**src/rtl/bank_pkg.sv**
```systemverilog
package bank_pkg;
  localparam int PAGE_W   = 3;
  localparam int NUM_PAGE = 1 << PAGE_W;
  localparam int WIN_W    = 2;
  localparam int NUM_WIN  = 1 << WIN_W;

  // fixed page per window slot {w3,w2,w1,w0}; only middle windows use it
  localparam logic [NUM_WIN*PAGE_W-1:0] FIXED_MAP = {3'd0, 3'd2, 3'd5, 3'd0};
  // odd pages are contended
  localparam logic [NUM_PAGE-1:0] CONT_MASK = 8'hAA;

  localparam logic [PAGE_W-1:0] DISP_NORM = 3'd5;
  localparam logic [PAGE_W-1:0] DISP_ALT  = 3'd7;

  typedef struct packed {
    logic              lock;
    logic              rom_sel;
    logic              disp_alt;
    logic [PAGE_W-1:0] top_page;
  } page_cfg_t;
endpackage

```
**src/rtl/bank_port_decode.sv**
```systemverilog
module bank_port_decode
  import bank_pkg::*;
#(
  parameter int DATA_W   = 8,
  parameter int TOP_LSB  = 0,
  parameter int DISP_BIT = 3,
  parameter int ROM_BIT  = 4,
  parameter int LOCK_BIT = 5
) (
  input  logic              clk,
  input  logic              rst_n,
  input  logic              sel_hi,
  input  logic              sel_lo,
  input  logic              io_wr,
  input  logic [DATA_W-1:0] wdata,
  output page_cfg_t         cfg
);
  logic      hit;
  page_cfg_t cfg_d;

  assign hit = io_wr & ~sel_hi & ~sel_lo & ~cfg.lock;

  always_comb begin
    cfg_d          = cfg;
    if (hit) begin
      cfg_d.top_page = wdata[TOP_LSB +: PAGE_W];
      cfg_d.disp_alt = wdata[DISP_BIT];
      cfg_d.rom_sel  = wdata[ROM_BIT];
      cfg_d.lock     = wdata[LOCK_BIT];
    end
  end

  always_ff @(posedge clk) begin
    if (!rst_n) cfg <= '0;
    else        cfg <= cfg_d;
  end

  logic unused_data;
  assign unused_data = ^{wdata[DATA_W-1:LOCK_BIT+1]};
endmodule

```
**src/rtl/bank_addr_map.sv**
```systemverilog
module bank_addr_map
  import bank_pkg::*;
#(
  parameter int ADDR_W = 16,
  localparam int OFFS_W = ADDR_W - WIN_W
) (
  input  logic [ADDR_W-1:0] addr,
  input  logic              mem_req,
  input  logic              mem_wr,
  input  logic              rom_sel,
  input  logic [PAGE_W-1:0] top_page,
  output logic              is_rom,
  output logic [PAGE_W-1:0] page,
  output logic [OFFS_W-1:0] offset,
  output logic              we,
  output logic              slow
);
  logic [PAGE_W-1:0] win_page [NUM_WIN];
  logic              win_rom  [NUM_WIN];
  logic [WIN_W-1:0]  win;

  for (genvar w = 0; w < NUM_WIN; w++) begin : g_win
    if (w == 0) begin : g_rom
      assign win_page[w] = {{(PAGE_W-1){1'b0}}, rom_sel};
      assign win_rom[w]  = 1'b1;
    end else if (w == NUM_WIN-1) begin : g_sw
      assign win_page[w] = top_page;
      assign win_rom[w]  = 1'b0;
    end else begin : g_fix
      assign win_page[w] = FIXED_MAP[w*PAGE_W +: PAGE_W];
      assign win_rom[w]  = 1'b0;
    end
  end

  assign win    = addr[ADDR_W-1 -: WIN_W];
  assign page   = win_page[win];
  assign is_rom = win_rom[win];
  assign offset = addr[OFFS_W-1:0];
  assign we     = mem_req & mem_wr & ~is_rom;
  assign slow   = mem_req & ~is_rom & CONT_MASK[page];
endmodule

```
**src/rtl/bank_pager_top.sv**
```systemverilog
module bank_pager_top
  import bank_pkg::*;
#(
  parameter int ADDR_W = 16,
  parameter int DATA_W = 8,
  localparam int OFFS_W = ADDR_W - WIN_W
) (
  input  logic              clk,
  input  logic              rst_n,
  input  logic [ADDR_W-1:0] cpu_addr,
  input  logic [DATA_W-1:0] cpu_wdata,
  input  logic              io_wr,
  input  logic              mem_req,
  input  logic              mem_wr,
  output logic              map_rom,
  output logic [PAGE_W-1:0] map_page,
  output logic [OFFS_W-1:0] map_offset,
  output logic              ram_we,
  output logic              contended,
  output logic [PAGE_W-1:0] disp_page
);
  page_cfg_t cfg_q;

  bank_port_decode #(.DATA_W(DATA_W)) i_dec (
    .clk    (clk),
    .rst_n  (rst_n),
    .sel_hi (cpu_addr[ADDR_W-1]),
    .sel_lo (cpu_addr[1]),
    .io_wr  (io_wr),
    .wdata  (cpu_wdata),
    .cfg    (cfg_q)
  );

  bank_addr_map #(.ADDR_W(ADDR_W)) i_map (
    .addr     (cpu_addr),
    .mem_req  (mem_req),
    .mem_wr   (mem_wr),
    .rom_sel  (cfg_q.rom_sel),
    .top_page (cfg_q.top_page),
    .is_rom   (map_rom),
    .page     (map_page),
    .offset   (map_offset),
    .we       (ram_we),
    .slow     (contended)
  );

  assign disp_page = cfg_q.disp_alt ? DISP_ALT : DISP_NORM;
endmodule

```
**config.mk**
```make
export PLATFORM = sky130hd
export DESIGN_NAME = bank_pager_top
export DESIGN_NICKNAME = d
export VERILOG_FILES = /design/src/rtl/bank_pkg.sv /design/src/rtl/bank_port_decode.sv /design/src/rtl/bank_addr_map.sv /design/src/rtl/bank_pager_top.sv
export SDC_FILE = /design/constraint.sdc
export NUM_CORES = 1
export LEC_CHECK = 0
export BUFFER_PORTS_ARGS = -buffer_cell sky130_fd_sc_hd__buf_2
export CORE_MARGIN = 10
export CORE_UTILIZATION = 31
export DETAILED_ROUTE_END_ITERATION = 7
export GPL_ROUTABILITY_DRIVEN = 0
export PLACE_DENSITY = 0.84
export SYNTH_ARGS = -nofsm -noshare
export SYNTH_HDL_FRONTEND = slang
export SYNTH_HIERARCHICAL = 1
export SYNTH_SLANG_ARGS = --single-unit
export TNS_END_PERCENT = 20
```
**constraint.sdc**
```tcl
create_clock -name clk -period 1.3 [get_ports clk]
set_input_delay 0.26 -clock clk [delete_from_list [all_inputs] [get_ports clk]]
set_output_delay 0.26 -clock clk [all_outputs]
set_load 0.03 [all_outputs]
```
Yosys cells after proc, flatten, opt, wreduce, memory -nomap -nowiden
Memories as Yosys holds them, arrays and structs flattened.
Cells that the tools add are included.
- bits in registers: 6
- logic and storage cells: 27
- memory bits (read-only): 8
- memories: 1
- output and inout bits: 23
- muxes and demuxes: 8
- bitwise logic cells: 12
- magnitude comparators: 2
- memory list (name ; depth ; bits a word ; read ports ; clocked after Yosys merged registers in ; wr ports ; RTL line ; text):
    (name not given) ; 8 ; 1 ; 1 ; 0 ; 0 ; bank_addr_map.sv:40 ; assign slow = mem_req & ~is_rom & CONT_MASK[page];
- operator list (operator ; count):
    $and A1 B1 Y1 ; 7
    $bmux W3 S2 ; 1
    $mux W3 ; 2
    $lt A3 B4 Y1 const B ; 1
    $not A1 Y1 ; 4
    $ge A3 B3 Y1 const B ; 1
    $mux W1 ; 3
    $not A2 Y3 ; 1
    $bmux W1 S2 ; 1
    $mux W2 ; 1

Logic depth before layout (Yosys ltp)
Gate-level depths: netlist of the first run.
- depth in word-level cells: 7
- depth in mapped cells: 3
- gate-level depth less buffers: 2

Modules after synthesis
The synthesis of the first run kept the hierarchy.
- modules (own cells, without submodules) (module ; area an instance (µm²) ; cells each ; instances):
    bank_port_decode ; 251.5 ; 25 ; 1
    bank_addr_map ; 163.9 ; 27 ; 1
    bank_pager_top ; 18.8 ; 3 ; 1

Least setup slack after synthesis of the first run
OpenSTA, ideal clock, no wires.
- kind: reg-to-output
- from: register i_dec/cfg[1] (netlist bit)
- to: output map_page[1]
- path slack: -0.014 ns
- data arrival time: 1.054 ns
- cell stages (with the launch flop): 3
- cell sequence: dfxtp_1 inv_1 a21boi_0
- word-level cells in the longest chain between the ends: 3
- RTL lines (element ; RTL line ; text):
    from (decl) ; bank_port_decode.sv:16 ; output page_cfg_t cfg
    from (signal assigned) ; bank_port_decode.sv:35 ; else cfg <= cfg_d;
    $bmux W3 S2 ; bank_addr_map.sv:36 ; assign page = win_page[win];
    $mux W3 (not written as such) (2 in a row) ; bank_addr_map.sv:36 ;
    to (decl) ; bank_pager_top.sv:16 ; output logic [PAGE_W-1:0] map_page,
No other way between the ends. The select of a mux whose other input is x is not followed.

Worst setup path in the final report of the first run
- from: register i_dec/cfg[0] (netlist bit)
- to: output contended
- word-level cells in the longest chain between the ends: 6
- RTL lines (element ; RTL line ; text):
    $bmux W3 S2 ; bank_addr_map.sv:36 ;
    $mux W3 (not written as such) (2 in a row) ; bank_addr_map.sv:36 ;
    $mem_v2 Z8 W1 ; n/a ;
    $mux W1 (not written as such) ; bank_addr_map.sv:40 ;
    $and A1 B1 Y1 ; bank_addr_map.sv:40 ;
    to (decl) ; bank_pager_top.sv:19 ; output logic contended,
No other way between the ends. The select of a mux whose other input is x is not followed.

==> results of run 1 <==
[critical path: stages, from the launching register on]
cell and delay [ns]:
dfxtp_1 0.34, inv_1 0.05, a21oi_1 0.13, buf_4 0.17
[cells by family after synthesis]
kind of cell	synth area share [%]
flip-flops	27.67
buffers and inverters	31.12
multiplexers	11.53
other	0.8637
AND/OR/NAND/NOR	20.75
AO/OA/AOI/OAI	8.068
[where the power goes]
group	switching [uW]	internal, uW
combinational	67.8	42.2
clock	61.7	104
sequential	4.15	191
[per-stage QoR]
step	util (%)	worst slack, ns	power (uW)
after floorplan	-	0.04182	345.9
after global placement	33.81	0.2146	306.4
after detailed placement	33.81	0.1713	308.4
after CTS	35.52	0.06633	481.4
after global routing	35.90	0.00005063	513.8
final	35.90	0.1042	471.3
[placed cells by master (no fill, tap or decap), drive strengths merged]
cell type  Yosys  layout
buf           16      22
nand2         13      13
dfxtp          6       6
mux2i          5       5
clkbuf         1       3
inv            3       3
nor2           3       3
conb           1       2
a21boi         2       2
nor4b          1       1
and2           1       1
a22o           1       1
o21ai          1       1
a21oi          1       1
[layer usage]
metal	part of all wire [%]	track usage, %	up-vias
met4	0.96	5.369	0
met3	24	5.973	4
met5	0	0	-
met1	36	5.160	147
li1	-	-	174
met2	39	8.129	20
[layout make-up]
cell class	count	share of cell area [%]
Tap cell	15	3.968
Multi-Input combinational cell	30	38.62
Timing Repair Buffer	22	24.87
Sequential cell	6	25.40
Clock buffer	3	4.762
Inverter	3	2.381
[worst max path at each step]
stage	cells past startpoint	slack, ns	to	from
2_1_floorplan	2	0.04	ram_we	cpu_addr[15]
3_3_place_gp	4	0.21	i_dec/cfg[3]	cpu_addr[15]
3_5_place_dp	4	0.17	i_dec/cfg[2]	cpu_addr[15]
4_1_cts	3	0.07	contended	i_dec/cfg[0]
5_1_grt	3	0.00005	contended	i_dec/cfg[0]
6_report	3	0.10	contended	i_dec/cfg[0]
[what timing repair did]
item,4_1_cts,5_1_grt
setup endpoints to repair,0,2
hold buffers,0,0
resized for setup,0,4
==> reports/results.txt, run 1 <==
H-Tree Depth - 1
FILL cells - 148
CP startpoint kind - flip-flop
Initial DRT Pass Iterations - 4
ys async rst share - 0%
PD cells - 996.5 nW/um^2
fraction of layout cells with a size suffix above 1 - 42.19%
register area share after synthesis - 27.67%
FF-to-FF setup slack - 0.25 ns
worst path required time - 1.04 ns
antenna violations before repair - 0
CP Capture Type - output pin
WHS Endpoint - i_dec/cfg[3]
final hold slack - 0.2685 ns
RSZ-0062 raised after global routing - no
I/O Buffers - 21
worst-path fanout max - 3
core area - 1318 um^2
Synth top area share - 27.67%
Root Driver - clkbuf_4
initial detailed-routing violation count - 11
post-route insts no fill - 79
status - completed
Largest regs - i_dec/cfg x6
Top Ports - 52
Placed Instances - 76
DRT Wirelength - 937 um
Vias/cell - 4.367
Final period util - 91.98%
Mapped Cells - 55
Diodes inserted - 0
count leader, synth - buf_4
cts bufs inserted - 3
DP HPWL - 774.2 um
Worst Skew - 0.0005132 ns
Remaining DRCs - 0
Die Wd - 57.43 um
final slew viol count - 0
Max Clock Freq - 836.3 MHz
FF+latch count, synth - 6
min cycle time layout - 1.196 ns
Die Y - 57.43 um
FP Rows - 13
clock transition at the registers of the reported paths - 0.04 ns
Synth top cells by count - buf_4, nand2_1, dfxtp_1
YS warnings - 6
Main synth FF type - dfxtp_1
Syn Area/Cell - 7.894 um^2
via count - 345
TNS Setup - 0 ns
max reg flops - 6
starting density of the core - 32.95%
Hold Crit Class - in2reg
Worst Hold Launch - cpu_wdata[3]
Total GRT Usage - 6.055%
cell area after layout - 473.0 um^2
vias in the first global route - 379
CTS tree - yes
synthesis-to-layout area growth - 8.934%
routed len/inst - 11.86 um
first-pass GRT wire length - 1.593 mm
Final Setup Violations - 0
cell accounting for the most synthesized area - dfxtp_1
Worst EP arrival - 0.94 ns
Multi-input gate area - 182.7 um^2
Max Buffers Root-to-Sink - 2
Final ANT Viol Nets - 0
Sink Count - 6
hold path depth - 3
reg-to-reg endpoint - i_dec/cfg[1]
Final Hold Viols - 0
Biggest register - i_dec/cfg
worst vdd ir - 0.0003184 V
Setup Buffers After CTS - 0
Sequential Area - 120.1 um^2
Leak - 0.0002302 uW
total gr overflow - 0
max cap viols - 0
placed inst area - 445.4 um^2
Post-Syn Area - 434.2 um^2
RR Startpoint - i_dec/cfg[5]
critical path class - reg2out
top cells by area in the synthesized netlist - dfxtp_1, buf_4, mux2i_1
worst skew pair latency - 0.24 ns
Synth cell types - 15
Post-synth EDFFs - 0
pin count of the biggest net entering global routing - 13
full die area - 3298 um^2
nets - 95
length in cells of the worst reg-to-reg path - 3
No activity file was read; power rests on OpenSTA's default activity.
==> run 2: changes to the inputs <==
--- a/config.mk
+++ b/config.mk
@@ -6,11 +6,13 @@
 export NUM_CORES = 1
 export LEC_CHECK = 0
 export BUFFER_PORTS_ARGS = -buffer_cell sky130_fd_sc_hd__buf_2
+export CELL_PAD_IN_SITES_DETAIL_PLACEMENT = 0
+export CELL_PAD_IN_SITES_GLOBAL_PLACEMENT = 2
 export CORE_MARGIN = 10
-export CORE_UTILIZATION = 31
+export CORE_UTILIZATION = 14
 export DETAILED_ROUTE_END_ITERATION = 7
 export GPL_ROUTABILITY_DRIVEN = 0
-export PLACE_DENSITY = 0.84
+export PLACE_DENSITY = 0.85
 export SYNTH_ARGS = -nofsm -noshare
 export SYNTH_HDL_FRONTEND = slang
 export SYNTH_HIERARCHICAL = 1
==> run 2 against run 1 <==
Compared with the run above:
- maximum frequency shrank 2.4%
- register-to-register slack improved by 0.02 ns
- highest routed layer unchanged
- first-iteration DRC count fell by 45%
- wire length is 14% higher
- final cell count grew 23%
- critical path depth unchanged
- critical endpoint unchanged
- clock skew rose by 0.0011 ns
- largest cell class unchanged
- critical path type unchanged
- combinational power is essentially flat
- via count shrank 1.4%
- largest power group unchanged
- final area up 3.7%
- total power down 1.0%
- global-route usage fell by 2.4 points
==> reports/results.txt, run 2 (synthesized netlist as in run 1, its figures left out) <==
status - completed
Die Wd - 75.69 um
Final ANT Viol Nets - 0
CP Capture Type - output pin
WP depth - 3
fraction of layout cells with a size suffix above 1 - 42.19%
worst-path cell chain - inv_1, a21oi_1, buf_2
CP startpoint - i_dec/cfg[0]
most common cell after layout, fill and taps aside - buf_2
total gr overflow - 0
FP Rows - 20
starting density of the core - 14.46%
Crit path buffers/inverters - 2
final worst slack - 0.07487 ns
vias in the first global route - 336
clock transition at the registers of the reported paths - 0.04 ns
max reg flops - 6
I/O Buffers - 21
Setup Buffers After CTS - 0
Final period util - 94.24%
Sink Count - 6
reg-to-reg endpoint - i_dec/cfg[2]
antenna violations before repair - 0
Biggest register - i_dec/cfg
max incr delay on CP - 0.35 ns
worst path required time - 1.04 ns
core area - 3003 um^2
Top Ports - 52
RSZ-0062 raised after global routing - no
initial detailed-routing violation count - 6
full die area - 5729 um^2
Worst EP arrival - 0.97 ns
switching part of the total power - 28.06%
Remaining DRCs - 0
FILL cells - 366
length in cells of the worst reg-to-reg path - 3
most frequent cells in the layout - buf_2, nand2_1, dfxtp_1
Max Buffers Root-to-Sink - 2
first-pass GRT wire length - 1.483 mm
nets - 95
cts bufs inserted - 3
CTS tree - yes
utilization after layout - 16.33%
Worst Hold Launch - cpu_wdata[3]
worst-path fanout max - 3
via count - 340
Max Clock Freq - 816.2 MHz
CP delay by family, top - flip-flops
worst skew pair latency - 0.24 ns
Initial DRT Pass Iterations - 3
H-Tree Depth - 1
max cap viols - 0
clock power share - 34.6%
capture point of the critical path - contended
Largest regs - i_dec/cfg x6
Pint - 335.7 uW
Diodes inserted - 0
routed len/inst - 10.99 um
pre-CTS setup slack - 0.1913 ns
synthesis-to-layout area growth - 12.97%
DRT Wirelength - 1.066 mm
Hold Crit Class - in2reg
final slew viol count - 0
PD cells - 951.4 nW/um^2
pin count of the biggest net entering global routing - 13
Final Setup Violations - 0
CP startpoint kind - flip-flop
Leak - 0.0002297 uW
Total GRT Usage - 3.646%
TNS Setup - 0 ns
Combinational Power Share - 23.6%
Worst Skew - 0.001631 ns
Vias/cell - 3.505
Root Driver - clkbuf_4
min cycle time layout - 1.225 ns
Final Hold Viols - 0
post-CTS sizing - 0
Net Sw Power - 131.0 uW
DP HPWL - 947.2 um
final hold slack - 0.2709 ns
Hold-fix buffers, CTS - 0
RR Startpoint - i_dec/cfg[5]
CP max-delay cell - dfxtp_1
FF-to-FF setup slack - 0.27 ns
worst vdd ir - 0.0001554 V
critical path class - reg2out
sequential share of power - 41.9%
Die Y - 75.69 um
run 2: how the worst min path moves through the flow:
| stage | to | slack (ns) | depth (start not counted) |
|---|---|---|---|
| final | i_dec/cfg[3] | 0.27 | 3 |
| after global routing | i_dec/cfg[3] | 0.28 | 3 |
| after CTS | i_dec/cfg[3] | 0.26 | 3 |
| after detailed placement | i_dec/cfg[4] | 0.45 | 2 |
| after global placement | i_dec/cfg[3] | 0.44 | 2 |
| after floorplan | i_dec/cfg[1] | 0.40 | 2 |
run 2: layout make-up:
cell class	instances	area, um^2	share of cell area [%]
Tap cell	33	41.29	8.418
Timing Repair Buffer	22	112.6	22.96
Clock buffer	3	22.52	4.592
Sequential cell	6	120.1	24.49
Inverter	3	11.26	2.296
Multi-Input combinational cell	30	182.7	37.24
run 2: metal layers:
metal | part of all wire, % | track usage (%)
met1 | 38 | 3.492
met5 | 0 | 0
met3 | 16 | 2.865
met2 | 44 | 5.288
met4 | 1.2 | 2.474
run 2: worst min-delay path: stages:
cell and delay [ns]:
buf_2 0.09, nand2_1 0.04, mux2i_1 0.05
run 2: power groups by stage:
stage          Sequential, uW  Combinational, uW  Clock (uW)
6_report                  195                110         161
5_1_grt                   196                121         183
4_1_cts                   195                112         173
3_5_place_dp              199                112           0
3_3_place_gp              198                110           0
2_1_floorplan             200                146           0
run 2: per-stage QoR:
step / std cells / area, um^2 / power (uW)
3_3_place_gp: 94 / 467.9 / 308.6
2_1_floorplan: 56 / 437.9 / 345.9
4_1_cts: 97 / 490.5 / 480.2
5_1_grt: 97 / 490.5 / 498.8
3_5_place_dp: 94 / 467.9 / 310.2
6_report: 97 / 490.5 / 466.6
